`src/rtl/alarm_delta_pkg.sv`:
```
package alarm_delta_pkg;

  localparam int unsigned ALARM_COUNT = 8;

  // Fixed event bit assignment (software decodes these positions)
  localparam int unsigned IDX_CLK_LOSS   = 0;
  localparam int unsigned IDX_OOF        = 1;
  localparam int unsigned IDX_LOF        = 2;
  localparam int unsigned IDX_LOS        = 3;
  localparam int unsigned IDX_DEGRADE    = 4;
  localparam int unsigned IDX_FAIL       = 5;
  localparam int unsigned IDX_TRACE_MISM = 6;
  localparam int unsigned IDX_MON_UPDATE = 7;

  // Register offsets
  localparam int unsigned DELTA_OFS = 0;
  localparam int unsigned MASK_OFS  = 1;

  typedef enum logic {
    CLR_ON_READ  = 1'b0,
    CLR_ON_WRITE = 1'b1
  } clr_mode_e;

  typedef logic [ALARM_COUNT-1:0] alarm_vec_t;

endpackage

```
`src/rtl/alarm_sync_chain.sv`:
```
module alarm_sync_chain #(
  parameter int unsigned STAGES = 2
) (
  input  logic clk,
  input  logic rst_n,
  input  logic async_in,
  output logic sync_out
);

  logic [STAGES-1:0] stage_q;
  logic [STAGES-1:0] stage_d;

  generate
    if (STAGES == 1) begin : g_single
      assign stage_d = async_in;
    end else begin : g_multi
      assign stage_d = {stage_q[STAGES-2:0], async_in};
    end
  endgenerate

  always_ff @(posedge clk or negedge rst_n) begin
    if (!rst_n) begin
      stage_q <= '0;
    end else begin
      stage_q <= stage_d;
    end
  end

  assign sync_out = stage_q[STAGES-1];

endmodule

```
`src/rtl/alarm_change_det.sv`:
```
module alarm_change_det #(
  parameter int unsigned WIDTH     = 8,
  parameter int unsigned ARM_DELAY = 1
) (
  input  logic             clk,
  input  logic             rst_n,
  input  logic [WIDTH-1:0] level_in,
  output logic [WIDTH-1:0] change_o
);

  localparam int unsigned CNT_W = $clog2(ARM_DELAY + 1);

  logic [WIDTH-1:0] prev_q;
  logic [CNT_W-1:0] arm_cnt_q;
  logic [CNT_W-1:0] arm_cnt_d;
  logic             armed;
  logic             arm_cnt_en;

  // Compare only once the reference level is trustworthy
  always_comb begin
    armed      = (arm_cnt_q == CNT_W'(ARM_DELAY));
    arm_cnt_en = !armed;
    arm_cnt_d  = arm_cnt_q + CNT_W'(1);
    change_o   = armed ? (level_in ^ prev_q) : '0;
  end

  always_ff @(posedge clk or negedge rst_n) begin
    if (!rst_n) begin
      prev_q    <= '0;
      arm_cnt_q <= '0;
    end else begin
      prev_q <= level_in;
      if (arm_cnt_en) begin
        arm_cnt_q <= arm_cnt_d;
      end
    end
  end

endmodule

```
`src/rtl/alarm_sticky_bank.sv`:
```
module alarm_sticky_bank #(
  parameter int unsigned WIDTH = 8
) (
  input  logic             clk,
  input  logic             rst_n,
  input  logic [WIDTH-1:0] set_i,
  input  logic [WIDTH-1:0] clr_i,
  output logic [WIDTH-1:0] flags_o
);

  logic [WIDTH-1:0] flag_q;
  logic [WIDTH-1:0] flag_d;

  // Set has priority over a simultaneous clear
  generate
    for (genvar g = 0; g < WIDTH; g++) begin : g_bit
      assign flag_d[g] = set_i[g] | (flag_q[g] & ~clr_i[g]);
    end
  endgenerate

  always_ff @(posedge clk or negedge rst_n) begin
    if (!rst_n) begin
      flag_q <= '0;
    end else begin
      flag_q <= flag_d;
    end
  end

  assign flags_o = flag_q;

endmodule

```
`src/rtl/alarm_delta_reg.sv`:
```
module alarm_delta_reg
  import alarm_delta_pkg::*;
#(
  parameter int unsigned ADDR_W          = 2,
  parameter int unsigned SYNC_STAGES     = 2,
  parameter int unsigned RST_SYNC_STAGES = 2
) (
  input  logic                   clk,
  input  logic                   rst_n,
  input  logic [ALARM_COUNT-1:0] alarm_st,
  input  logic                   los_pin_async,
  input  logic                   clear_by_write,
  input  logic                   reg_rd,
  input  logic                   reg_wr,
  input  logic [ADDR_W-1:0]      reg_addr,
  input  logic [ALARM_COUNT-1:0] reg_wdata,
  output logic [ALARM_COUNT-1:0] reg_rdata,
  output logic                   irq
);

  localparam int unsigned DW        = ALARM_COUNT;
  localparam int unsigned PIN_ARM   = SYNC_STAGES + 1;

  logic       core_rst_n;
  logic       los_pin_sync;
  alarm_vec_t change_int;
  logic [0:0] change_pin;
  alarm_vec_t pin_set;
  alarm_vec_t set_vec;
  alarm_vec_t clr_vec;
  alarm_vec_t delta_q;
  alarm_vec_t mask_q;
  alarm_vec_t mask_d;
  logic       mask_we;
  logic       hit_delta;
  logic       hit_mask;
  clr_mode_e  clr_mode;

  // Reset: asserted asynchronously, released on a clock edge
  alarm_sync_chain #(.STAGES(RST_SYNC_STAGES)) u_rst_sync (
    .clk      (clk),
    .rst_n    (rst_n),
    .async_in (1'b1),
    .sync_out (core_rst_n)
  );

  // External loss-of-signal pin into the clock domain
  alarm_sync_chain #(.STAGES(SYNC_STAGES)) u_pin_sync (
    .clk      (clk),
    .rst_n    (core_rst_n),
    .async_in (los_pin_async),
    .sync_out (los_pin_sync)
  );

  alarm_change_det #(.WIDTH(DW), .ARM_DELAY(1)) u_int_det (
    .clk      (clk),
    .rst_n    (core_rst_n),
    .level_in (alarm_st),
    .change_o (change_int)
  );

  // Armed only after the synchroniser has filled with the real pin level
  alarm_change_det #(.WIDTH(1), .ARM_DELAY(PIN_ARM)) u_pin_det (
    .clk      (clk),
    .rst_n    (core_rst_n),
    .level_in (los_pin_sync),
    .change_o (change_pin)
  );

  always_comb begin
    pin_set          = '0;
    pin_set[IDX_LOS] = change_pin[0];
    set_vec          = change_int | pin_set;
  end

  // Register port decode and acknowledge
  always_comb begin
    clr_mode  = clr_mode_e'(clear_by_write);
    hit_delta = (reg_addr == ADDR_W'(DELTA_OFS));
    hit_mask  = (reg_addr == ADDR_W'(MASK_OFS));
    clr_vec   = '0;
    unique case (clr_mode)
      CLR_ON_WRITE: if (reg_wr && hit_delta) clr_vec = reg_wdata;
      CLR_ON_READ:  if (reg_rd && hit_delta) clr_vec = '1;
      default:      clr_vec = '0;
    endcase
  end

  alarm_sticky_bank #(.WIDTH(DW)) u_bank (
    .clk     (clk),
    .rst_n   (core_rst_n),
    .set_i   (set_vec),
    .clr_i   (clr_vec),
    .flags_o (delta_q)
  );

  // Mask register
  always_comb begin
    mask_we = reg_wr && hit_mask;
    mask_d  = reg_wdata;
  end

  always_ff @(posedge clk or negedge core_rst_n) begin
    if (!core_rst_n) begin
      mask_q <= '1;
    end else if (mask_we) begin
      mask_q <= mask_d;
    end
  end

  // Read data and interrupt
  always_comb begin
    reg_rdata = '0;
    if (hit_delta) begin
      reg_rdata = delta_q;
    end else if (hit_mask) begin
      reg_rdata = mask_q;
    end
    irq = |(delta_q & ~mask_q);
  end

endmodule

```
`config.mk`:
```
export PLATFORM = sky130hd
export DESIGN_NAME = alarm_delta_reg
export DESIGN_NICKNAME = d
export VERILOG_FILES = /design/src/rtl/alarm_delta_pkg.sv /design/src/rtl/alarm_sync_chain.sv /design/src/rtl/alarm_change_det.sv /design/src/rtl/alarm_sticky_bank.sv /design/src/rtl/alarm_delta_reg.sv
export SDC_FILE = /design/constraint.sdc
export NUM_CORES = 1
export LEC_CHECK = 0
export CORE_ASPECT_RATIO = 0.7
export CORE_UTILIZATION = 60
export DETAILED_ROUTE_END_ITERATION = 6
export DONT_BUFFER_PORTS = 1
export GPL_ROUTABILITY_DRIVEN = 0
export PLACE_DENSITY = 0.82
export REMOVE_ABC_BUFFERS = 1
export SYNTH_ARGS = -nofsm -noshare
export SYNTH_HDL_FRONTEND = slang
export SYNTH_SLANG_ARGS = --single-unit
```
`constraint.sdc`:
```
create_clock -name clk -period 2 [get_ports clk]
set_clock_uncertainty 0.05 [all_clocks]
set_input_delay 0.4 -clock clk [delete_from_list [all_inputs] [get_ports clk]]
set_output_delay 0.4 -clock clk [all_outputs]
set_load 0.02 [all_outputs]
```
## Word-level counts from Yosys, hierarchy flattened

Cells that the tools add are included.

| word-level totals | value |
|---|---|
| register bits after elaboration | 32 |
| logic and storage cells | 55 |
| output and inout port bits | 9 |
| input port bits | 24 |

| operators by class | value |
|---|---|
| multiplexer cells | 8 |
| add/sub/neg operators | 2 |
| bitwise operators | 30 |
| reduce and logical (&&, ||, !) cells | 5 |
| eq/ne operators | 2 |

Operator list:

| operator | count |
|---|---|
| two-way mux 8 bit | 5 |
| case mux 8 bit (2 select lines) | 1 |
| inverter 1 bit | 9 |
| AND 1 bit | 8 |
| AND 8 bit | 1 |
| inverter 8 bit | 1 |
| OR 1 bit | 8 |
| OR 8 x 4 -> 8 bit | 1 |
| OR reduction 8 bit | 1 |
| XOR 8 bit | 1 |
| logical AND 1 bit | 3 |
| adder 2 x 1 -> 2 bit (second input constant) | 1 |
| equality test 2 x 1 -> 1 bit (second input constant) | 1 |
| equality test 2 bit (second input constant) | 1 |
| zero test 2 bit | 1 |
| two-way mux 1 bit | 2 |
| adder 1 bit (second input constant) | 1 |
| XOR 1 bit | 1 |

## Longest topological paths before layout

Gate-level depths: netlist of run 1.

| logic depth | value |
|---|---|
| depth in word-level cells | 7 |
| depth in mapped cells | 5 |
| mapped depth without buffers | 3 |

## Hierarchy

Synthesis of run 1 repeated with hierarchy kept, for this count alone.

| second synthesis, totals | value |
|---|---|
| cells, all modules | 123 |
| area total of the unflattened synthesis | 1483.9 um2 |

Modules (own cells, without submodules):

| module | cells an instance | sequential area each (um2) | times used | area each (um2) |
|---|---|---|---|---|
| alarm_delta_reg | 61 | 210.2 | 1 | 616.8 |
| alarm_change_det (u_int_det) | 26 | 225.2 | 1 | 349.1 |
| alarm_sticky_bank | 24 | 200.2 | 1 | 290.3 |
| alarm_change_det (u_pin_det) | 8 | 75.1 | 1 | 127.6 |
| alarm_sync_chain | 2 | 50.0 | 2 | 50.0 |

## Worst setup path after synthesis of run 1

OpenSTA, ideal clock, no wires.

| path | value |
|---|---|
| path type | register -> output |
| from | reg mask_q[5] |
| to | out irq |
| cell stages (with the launch flop) | 3 |
| buffers on the path | 0 |
| data required time | 1550 ps |
| slack | 343 ps |
| data arrival time | 1207 ps |
| path through | dfstp_2 > o22ai_1 > or4_1 |

| between the ends | value |
|---|---|
| longest elaborated chain between the ends | 3 |

RTL lines:

| item | RTL line | RTL |
|---|---|---|
| start, declared | alarm_delta_reg.sv:32 | `alarm_vec_t mask_q;` |
| start signal, assigned | alarm_delta_reg.sv:107 | `mask_q <= mask_d;` |
| inverter 8 bit | alarm_delta_reg.sv:119 | `irq = \|(delta_q & ~mask_q);` |
| AND 8 bit | alarm_delta_reg.sv:119 |  |
| OR reduction 8 bit | alarm_delta_reg.sv:119 |  |
| end, declared | alarm_delta_reg.sv:18 | `output logic irq` |

No other way between the ends.

## Final worst setup path of run 1

| path | value |
|---|---|
| from | reg mask_q[6] |
| to | out irq |

The elaborated chain is that of the path after synthesis.

==> impl_metrics.tcl, run 1 <==
set metrics [dict create \
    status "complete, no violations" \
    period_minus_slack_ps 2000 \
    finalHoldViolCount 0 \
    grtUsageTotal_pct 23.3 \
    dp_hpwl_um 1820 \
    drt_pass1_iterations 4 \
    antenna_found_initial 0 \
    yosysMostFrequentCell "dfrtp_1" \
    ys_seq_elements 32 \
    setup_viol 0 \
    die_x_um 59.0 \
    gr-total-overflow 0 \
    synth_area_um2 1360 \
    cts-root-buf "clkbuf_4" \
    cts.htree.levels 2 \
    yosys_warnings 0 \
    coreArea_um2 2140 \
    dieArea_um2 2470 \
    crit_path_end "irq" \
    floorplan.initialDensity_pct 63.8 \
    rows 14 \
    seq_area_frac_synth_pct 59.5 \
    cp.arrival_ps 1550 \
    p_leak_uw 0.000671 \
    area_growth_pct 10.0 \
    fin_crit_sh_pct 99.8 \
    required_ps 1550 \
    grt_pass1_wl_um 3930 \
    antennaDiodeCount 0 \
    io_buffers 0 \
    synth_cell_type_count 22 \
    synthTopCellsByCount "dfrtp_1 (24), mux2_2 (9), xor2_1 (9)" \
    clock.fmax_mhz 501 \
    final_area_um2 1500 \
    fp.dieH_um 41.9 \
    r2r-end "u_bank.flags_o[3]" \
    synth_cells 107 \
    avgSynthCellArea_um2 12.7 \
    reg2reg_setup_slack_ps 780 \
    final_cell_count_no_fill 147 \
    grt_max_degree 31 \
    grt_pass1_vias 880 \
    maxCapViolCount 0 \
    hold_depth 0 \
    synthTopCellsByArea "dfrtp_1 (44%), dfstp_2 (15%), mux2_2 (7.4%), mux2i_1 (5.9%), xor2_1 (5.8%)" \
    dp_cells 136 \
    maxSlewViolCount 0 \
    postRouteAntennaNets 0 \
    end_kind "output port" \
    clk_pin_slew_ps 90 \
    path_max_fanout 3 \
    r2r_start "u_pin_det.arm_cnt_q[0]" \
    hold_class "in2reg" \
    fin_setup_tns_ps 0 \
    clock_tree.buffer_depth 2 \
    peakVddDrop_mv 0.648 \
    r2r_cells 3 \
    synthFlopType "dfrtp_1" \
    drt_iter0_markers 42 \
    numCtsBuffers 5 \
    drt-total-wl_um 2490 \
    worstSetupPathType "reg2out" \
    drc 0 \
    placed_area_um2 1390 \
    grt_setup_unrepaired "yes" \
    start_kind "flop" \
    worstSetupStartpoint "mask_q[6]" \
    clock_latency_ps 330 \
    ios 33 \
    synth-edff-count 0 \
    synthArstFlopShare_pct 100 \
    fillCellCount 167 \
    layout.nets 139 \
    synth_top_area_share_pct 44.1 \
    cts_tree "yes" \
    wl_per_cell_um 17.0 \
    synth.largest_area_cell "dfrtp_1" \
    drive_gt1_share_pct 25.2 \
    num_vias 840 \
    p_per_area_nw_per_um2 972 \
    cts.sinks 32 \
    viasPerCell 5.71 \
]
[state kept, by name, summed over array words and instances, names as in the netlist]
name	cells
u_rst_sync.stage_q	2
u_int_det.prev_q	8
u_int_det.arm_cnt_q	1
mask_q	8
u_pin_det.arm_cnt_q	2
u_pin_det.prev_q	1
u_bank.flags_o	8
u_pin_sync.stage_q	2
[through the flow]
stage	util, %	setup slack (ps)	total power [uW]	hold WS [ps]
3_3_place_gp	64.9	305	964	54.5
2_1_floorplan	-	343	937	54.4
5_1_grt	70.1	-31.8	1520	6.82
4_1_cts	69.5	3.74	1460	20.5
3_5_place_dp	64.9	295	979	54.5
6_report	70.1	4.02	1460	33.6
[cells in the final DEF, fill, tap and decap left out]
cell / synthesis / final
bufinv_16: 0 / 1
or4_4: 0 / 1
ha_1: 1 / 1
clkinv_2: 0 / 1
o22ai_1: 4 / 3
clkbuf_4: 0 / 5
dfstp_2: 8 / 8
buf_4: 1 / 3
conb_1: 1 / 2
inv_1: 8 / 8
dfrtp_1: 24 / 24
nor2_1: 8 / 8
and4bb_1: 1 / 1
dlygate4sd3_1: 0 / 1
mux2i_1: 8 / 8
xor2_1: 9 / 9
nand2_1: 8 / 8
o22ai_2: 0 / 1
clkbuf_1: 0 / 1
a22o_1: 1 / 1
or4b_1: 1 / 1
a32o_1: 7 / 7
a31o_1: 1 / 1
xnor2_1: 1 / 1
nand3b_1: 1 / 1
mux2_2: 9 / 9
[layout make-up]
class | count | area [um2] | area share, %
clock buffers | 6 | 41.3 | 2.75
clock inverters | 2 | 35.0 | 2.34
inverters | 8 | 30.0 | 2.00
multi-input cells | 63 | 509 | 34.0
flip-flops and latches | 32 | 811 | 54.1
well taps | 32 | 40.0 | 2.67
repair buffers | 4 | 32.5 | 2.17
[layer usage]
metal	wire length, um	up-vias	track usage (%)
met5	0	-	0
met4	73	0	14.3
met3	172	9	8.41
met2	1200	31	33.9
met1	1040	415	29.9
li1	-	385	-
[cells by family after synthesis]
logic type      after synthesis  share of synthesized area, %
flops                        32                          59.5
compound gates               13                          8.26
other cells                   1                         0.275
simple gates                 20                          7.16
fa+ha+maj                     1                         0.918
buf+inv                      13                          4.13
mux                          17                          13.3
xor+xnor                     10                          6.43
[power breakdown]
group / internal, uW / switching [uW] / total, uW / leakage [uW]
Sequential: 737 / 50.0 / 787 / 0.000345
Combinational: 98.3 / 103 / 201 / 0.000284
Clock: 262 / 208 / 470 / 0.0000422
Total: 1100 / 361 / 1460 / 0.000671
[what timing repair did]
| action | CTS | global route |
|---|---|---|
| pin swaps | 1 | 1 |
| hold buffers | 1 | 0 |
| hold endpoints to repair | 2 | 0 |
| setup buffers | 1 | 1 |
| setup endpoints to repair | 1 | 1 |
| resized for setup | 1 | 1 |
| cloned | 0 | 0 |
[worst max-delay path: stages (launching register included)]
cell and delay, ps:
dfstp_2 560, o22ai_2 60, or4_4 590
[worst min-delay path by stage]
stage                  start                    end  slack (ps)
5_1_grt          alarm_st[5]    u_int_det.prev_q[5]           7
6_report         alarm_st[6]    u_int_det.prev_q[6]          30
4_1_cts        los_pin_async  u_pin_sync.stage_q[0]          20
3_5_place_dp           rst_n  u_rst_sync.stage_q[0]          50
3_3_place_gp           rst_n  u_rst_sync.stage_q[0]          50
2_1_floorplan          rst_n  u_rst_sync.stage_q[0]          50
Note: power is estimated with default switching activity, not from simulation.
==> run 2: changes to the inputs <==
Settings changed: HOLD_SLACK_MARGIN set to 0.06.
==> run 2 against run 1 <==
  * Core utilization is 4.2 points higher
  * First-iteration DRC count is 24% lower
  * Final cell count is 6.1% higher
  * Critical path depth stayed put
  * Register-to-register slack hardly changed
  * Setup slack better by 5.1 ps
==> impl_metrics.tcl, run 2 (synthesis results as in run 1) <==
set metrics [dict create \
    grtUsageTotal_pct 24.3 \
    drt_iter0_markers 32 \
    p_per_area_nw_per_um2 929 \
    drc 0 \
    crit_chain "o22ai_2 > or4_4" \
    final_util_pct 74.4 \
    placed_area_um2 1390 \
    period_minus_slack_ps 1990 \
    clock.fmax_mhz 502 \
    num_vias 884 \
    setup_viol 0 \
    hold_class "in2reg" \
    dieArea_um2 2470 \
    grt_pass1_wl_um 4140 \
    cts.htree.levels 2 \
    crit_family "simple AND/OR/NAND/NOR gates" \
    antenna_found_initial 0 \
    start_kind "flop" \
    fin_crit_sh_pct 99.5 \
    drt_pass1_iterations 4 \
    final_area_um2 1590 \
    cts_tree "yes" \
    clock_latency_ps 330 \
    maxSlewViolCount 0 \
    critPathSlowestCell "or4_4" \
    viasPerCell 5.67 \
    die_x_um 59.0 \
    drt-total-wl_um 2650 \
    grt_setup_unrepaired "yes" \
    maxCapViolCount 0 \
    grt_max_degree 31 \
    ios 33 \
    path_max_fanout 3 \
    critPathMaxStageDelay_ps 590 \
    cts.sinks 32 \
    antennaDiodeCount 0 \
    postRouteAntennaNets 0 \
    required_ps 1550 \
    layout_common_cells "dfrtp_1 (24), dlygate4sd3_1 (10), xor2_1 (9), mux2_2 (9)" \
    gr-total-overflow 0 \
    holdWs_ps 164 \
    fp.dieH_um 41.9 \
    r2r_cells 3 \
    cp.arrival_ps 1540 \
    clock_tree.buffer_depth 2 \
    hold_depth 1 \
    clk_pin_slew_ps 90 \
    end_kind "output port" \
    fin_ws_ps 9.14 \
    worstSetupPathType "reg2out" \
    final-seq-area_um2 811 \
    drive_gt1_share_pct 23.4 \
    fillCellCount 165 \
    coreArea_um2 2140 \
    cp.depth 2 \
    critPathBufInv 0 \
    multi_input_area_um2 509 \
    rows 14 \
    layout.nets 148 \
    grt_pass1_vias 932 \
    floorplan.initialDensity_pct 63.8 \
    p_total_uw 1480 \
    pre_cts_ws_ps 295 \
    status "complete, no violations" \
    numCtsBuffers 5 \
    dp_hpwl_um 1820 \
    final_common_cell "dfrtp_1" \
    p_leak_uw 0.000709 \
    io_buffers 0 \
    cts-root-buf "clkbuf_4" \
    area_growth_pct 16.6 \
    wl_per_cell_um 17.0 \
    peakVddDrop_mv 0.654 \
    finalHoldViolCount 0 \
]
## run 2: changes by cell type in the layout (fill, tap and decap cells not counted), sizes merged
cell	delta
dlygate4sd3	+9
## run 2: worst paths after layout
| kind | slack [ps] | from | end |
|---|---|---|---|
| worst max-delay path | 9 | mask_q[6] | irq |
| worst min-delay path | 160 | reg_wdata[2] | mask_q[2] |
| worst max register to register | 780 | u_pin_det.arm_cnt_q[0] | u_bank.flags_o[3] |
| worst min register to register | 210 | u_rst_sync.stage_q[1] | u_int_det.arm_cnt_q |
| max in group asynchronous | 1370 | u_rst_sync.stage_q[1] | mask_q[0] |
| min in group asynchronous | 210 | u_rst_sync.stage_q[1] | u_int_det.arm_cnt_q |
## run 2: report_power, final
group / total [uW] / internal, uW / switching, uW
Sequential: 788 / 737 / 51.0
Combinational: 217 / 110 / 107
Clock: 471 / 262 / 209
Total: 1480 / 1110 / 367
## run 2: what timing repair did
| item | CTS | global route |
|---|---|---|
| gates resized for setup | 1 | 1 |
| hold buffers | 10 | 0 |
| pin swaps | 1 | 1 |
| setup endpoints to repair | 1 | 1 |
| setup buffers | 1 | 1 |
| hold endpoints to repair | 11 | 0 |
## run 2: worst register-to-register path, delay by kind of cell, from the launching register on
family | cells | cell delay [ps]
AO/OA/AOI/OAI | 2 | 410
flip-flops | 1 | 410
adder cells (fa/ha/maj) | 1 | 250
## run 2: final cells by class
cell class / count / area share [%]
clock buffer: 6 / 2.60
inverter: 8 / 1.89
clock inverter: 2 / 2.20
tap: 32 / 2.52
sequential: 32 / 51.0
timing repair buffer: 13 / 7.72
multi-input combinational: 63 / 32.0
## run 2: through the flow
step,cells,TNS [ps]
5_1_grt,156,-26.8
2_1_floorplan,103,0
3_5_place_dp,136,0
6_report,156,0
3_3_place_gp,136,0
4_1_cts,155,0
## run 2: metal layers
layer / up-vias / part of all wire, % / GRT usage [%]
met4: 0 / 1.8 / 12.4
met5: - / 0 / 0
met2: 29 / 51 / 37.0
li1: 402 / - / -
met3: 10 / 5.8 / 8.72
met1: 443 / 41 / 30.5
==> run 3: changes to the inputs <==
Settings changed: CORE_UTILIZATION 60 to 54, PLACE_DENSITY 0.82 to 0.78.
Clock period 2 ns to 1.7 ns, I/O delays scaled along.
==> run 3 against run 2 <==
  * The run now ends with negative setup slack left
  * Clock-buffer cell count increased by 2
  * Routed wire length increased by 3.5%
  * Combinational power increased by 45%
  * Critical path depth unchanged
  * Register-to-register slack got worse by 300 ps
  * Global-route usage decreased by 0.71 points
  * Final cell count increased by 2.6%
  * Worst hold slack got worse by 56 ps
  * Clock power decreased by 7.4%
==> impl_metrics.tcl, run 3 (synthesis results as in run 1) <==
set metrics [dict create \
    status "finished, violations left" \
    violations "negative setup slack" \
    drt_iter0_markers 41 \
    cts.htree.levels 2 \
    r2r_cells 3 \
    dieArea_um2 2730 \
    maxCapViolCount 0 \
    layout_common_cells "dfrtp_1 (24), dlygate4sd3_1 (10), xor2_1 (9), mux2_2 (9)" \
    drc 0 \
    die_x_um 62.0 \
    reg2reg_setup_slack_ps 480 \
    clk_pin_slew_ps 90 \
    postRouteAntennaNets 0 \
    path_max_fanout 2 \
    hold_path_end "mask_q[0]" \
    final_common_cell "dfrtp_1" \
    crit_family "simple AND/OR/NAND/NOR gates" \
    viasPerCell 5.58 \
    drive_gt1_share_pct 33.6 \
    holdWs_ps 108 \
    wl_per_cell_um 17.1 \
    pre_cts_ws_ps 53.9 \
    cp.arrival_ps 1540 \
    hold_start "reg_wdata[0]" \
    p_leak_uw 0.000727 \
    clock_latency_ps 320 \
    fp.dieH_um 44.0 \
    hold_class "in2reg" \
    grtUsageTotal_pct 23.6 \
    critPathSlowestCell "or4_4" \
    gr-total-overflow 0 \
    antenna_found_initial 0 \
    r2r-end "u_bank.flags_o[3]" \
    peakVddDrop_mv 0.629 \
    drt_pass1_iterations 4 \
    required_ps 1310 \
    critPathBufInv 0 \
    antennaDiodeCount 0 \
    fin_ws_ps -226 \
    grt_max_degree 17 \
    worstSetupPathType "reg2out" \
    grt_pass1_vias 940 \
    num_vias 892 \
    period_minus_slack_ps 1930 \
    cts_tree "yes" \
    hold_depth 1 \
    coreArea_um2 2260 \
    end_kind "output port" \
    start_kind "flop" \
    dp_hpwl_um 1760 \
    placed_area_um2 1400 \
    rows 14 \
    crit_chain "o22ai_2 > or4_4" \
    drt-total-wl_um 2740 \
    maxSlewViolCount 0 \
    cts-root-buf "clkbuf_4" \
    numCtsBuffers 5 \
    fillCellCount 142 \
    io_buffers 0 \
    grt_setup_unrepaired "yes" \
    clock_tree.buffer_depth 2 \
    setup_viol 1 \
    floorplan.initialDensity_pct 60.3 \
    fin_crit_sh_pct 113 \
    r2r_start "u_pin_det.arm_cnt_q[0]" \
    cts.sinks 32 \
    finalHoldViolCount 0 \
    area_growth_pct 21.0 \
    ios 33 \
    critPathMaxStageDelay_ps 570 \
    final_area_um2 1650 \
    clock.fmax_mhz 519 \
    p_per_area_nw_per_um2 1020 \
    grt_pass1_wl_um 4280 \
    layout.nets 152 \
]
-- run 3: changes by cell type in the layout (fill, tap and decap cells not counted), sizes merged --
cell / delta
buf: +4
bufinv: -1
clkinv: -1
clkbuf: +2
-- run 3: repair_timing --
item,in CTS,in global routing
setup buffers,3,2
hold buffers,10,0
pin swaps,2,3
endpoints found under the setup margin,1,6
hold endpoints to repair,11,0
gates resized for setup,5,10
-- run 3: per-layer routing --
layer | part of all wire, % | wire length [um] | track usage, % | up-vias
li1 | - | - | - | 407
met5 | 0 | 0 | 0 | -
met1 | 44 | 1210 | 31.0 | 445
met4 | 2.5 | 68 | 13.3 | 0
met2 | 46 | 1250 | 34.3 | 30
met3 | 7.7 | 212 | 8.19 | 10
-- run 3: layout make-up --
| class | instances | area [um2] | area share (%) |
|---|---|---|---|
| sequential | 32 | 811 | 49.2 |
| multi-input combinational | 63 | 557 | 33.8 |
| timing repair buffer | 17 | 153 | 9.26 |
| clock buffer | 8 | 58.8 | 3.57 |
| tap | 32 | 40.0 | 2.43 |
| inverter | 8 | 30.0 | 1.82 |
-- run 3: how the worst max path moves through the flow --
stage                          from  endpoint  slack (ps)  cells past startpoint
after floorplan           mask_q[5]       irq         100                      2
after global placement    mask_q[5]       irq          70                      2
after detailed placement  mask_q[5]       irq          50                      2
after CTS                 mask_q[2]       irq        -230                      2
after global routing      mask_q[3]       irq        -260                      2
final                     mask_q[3]       irq        -230                      2
-- run 3: per-stage QoR --
step           TNS [ps]  total power, uW  instances  util (%)
3_3_place_gp          0             1140        137      61.7
6_report           -226             1680        160      73.0
3_5_place_dp          0             1150        137      61.7
5_1_grt            -316             1760        160      73.0
4_1_cts            -228             1640        158      70.5
2_1_floorplan         0             1100        103         -
-- run 3: report_power, final --
| group | internal (uW) | switching (uW) |
|---|---|---|
| clock network | 204 | 232 |
| logic | 164 | 150 |
| registers | 867 | 62.2 |
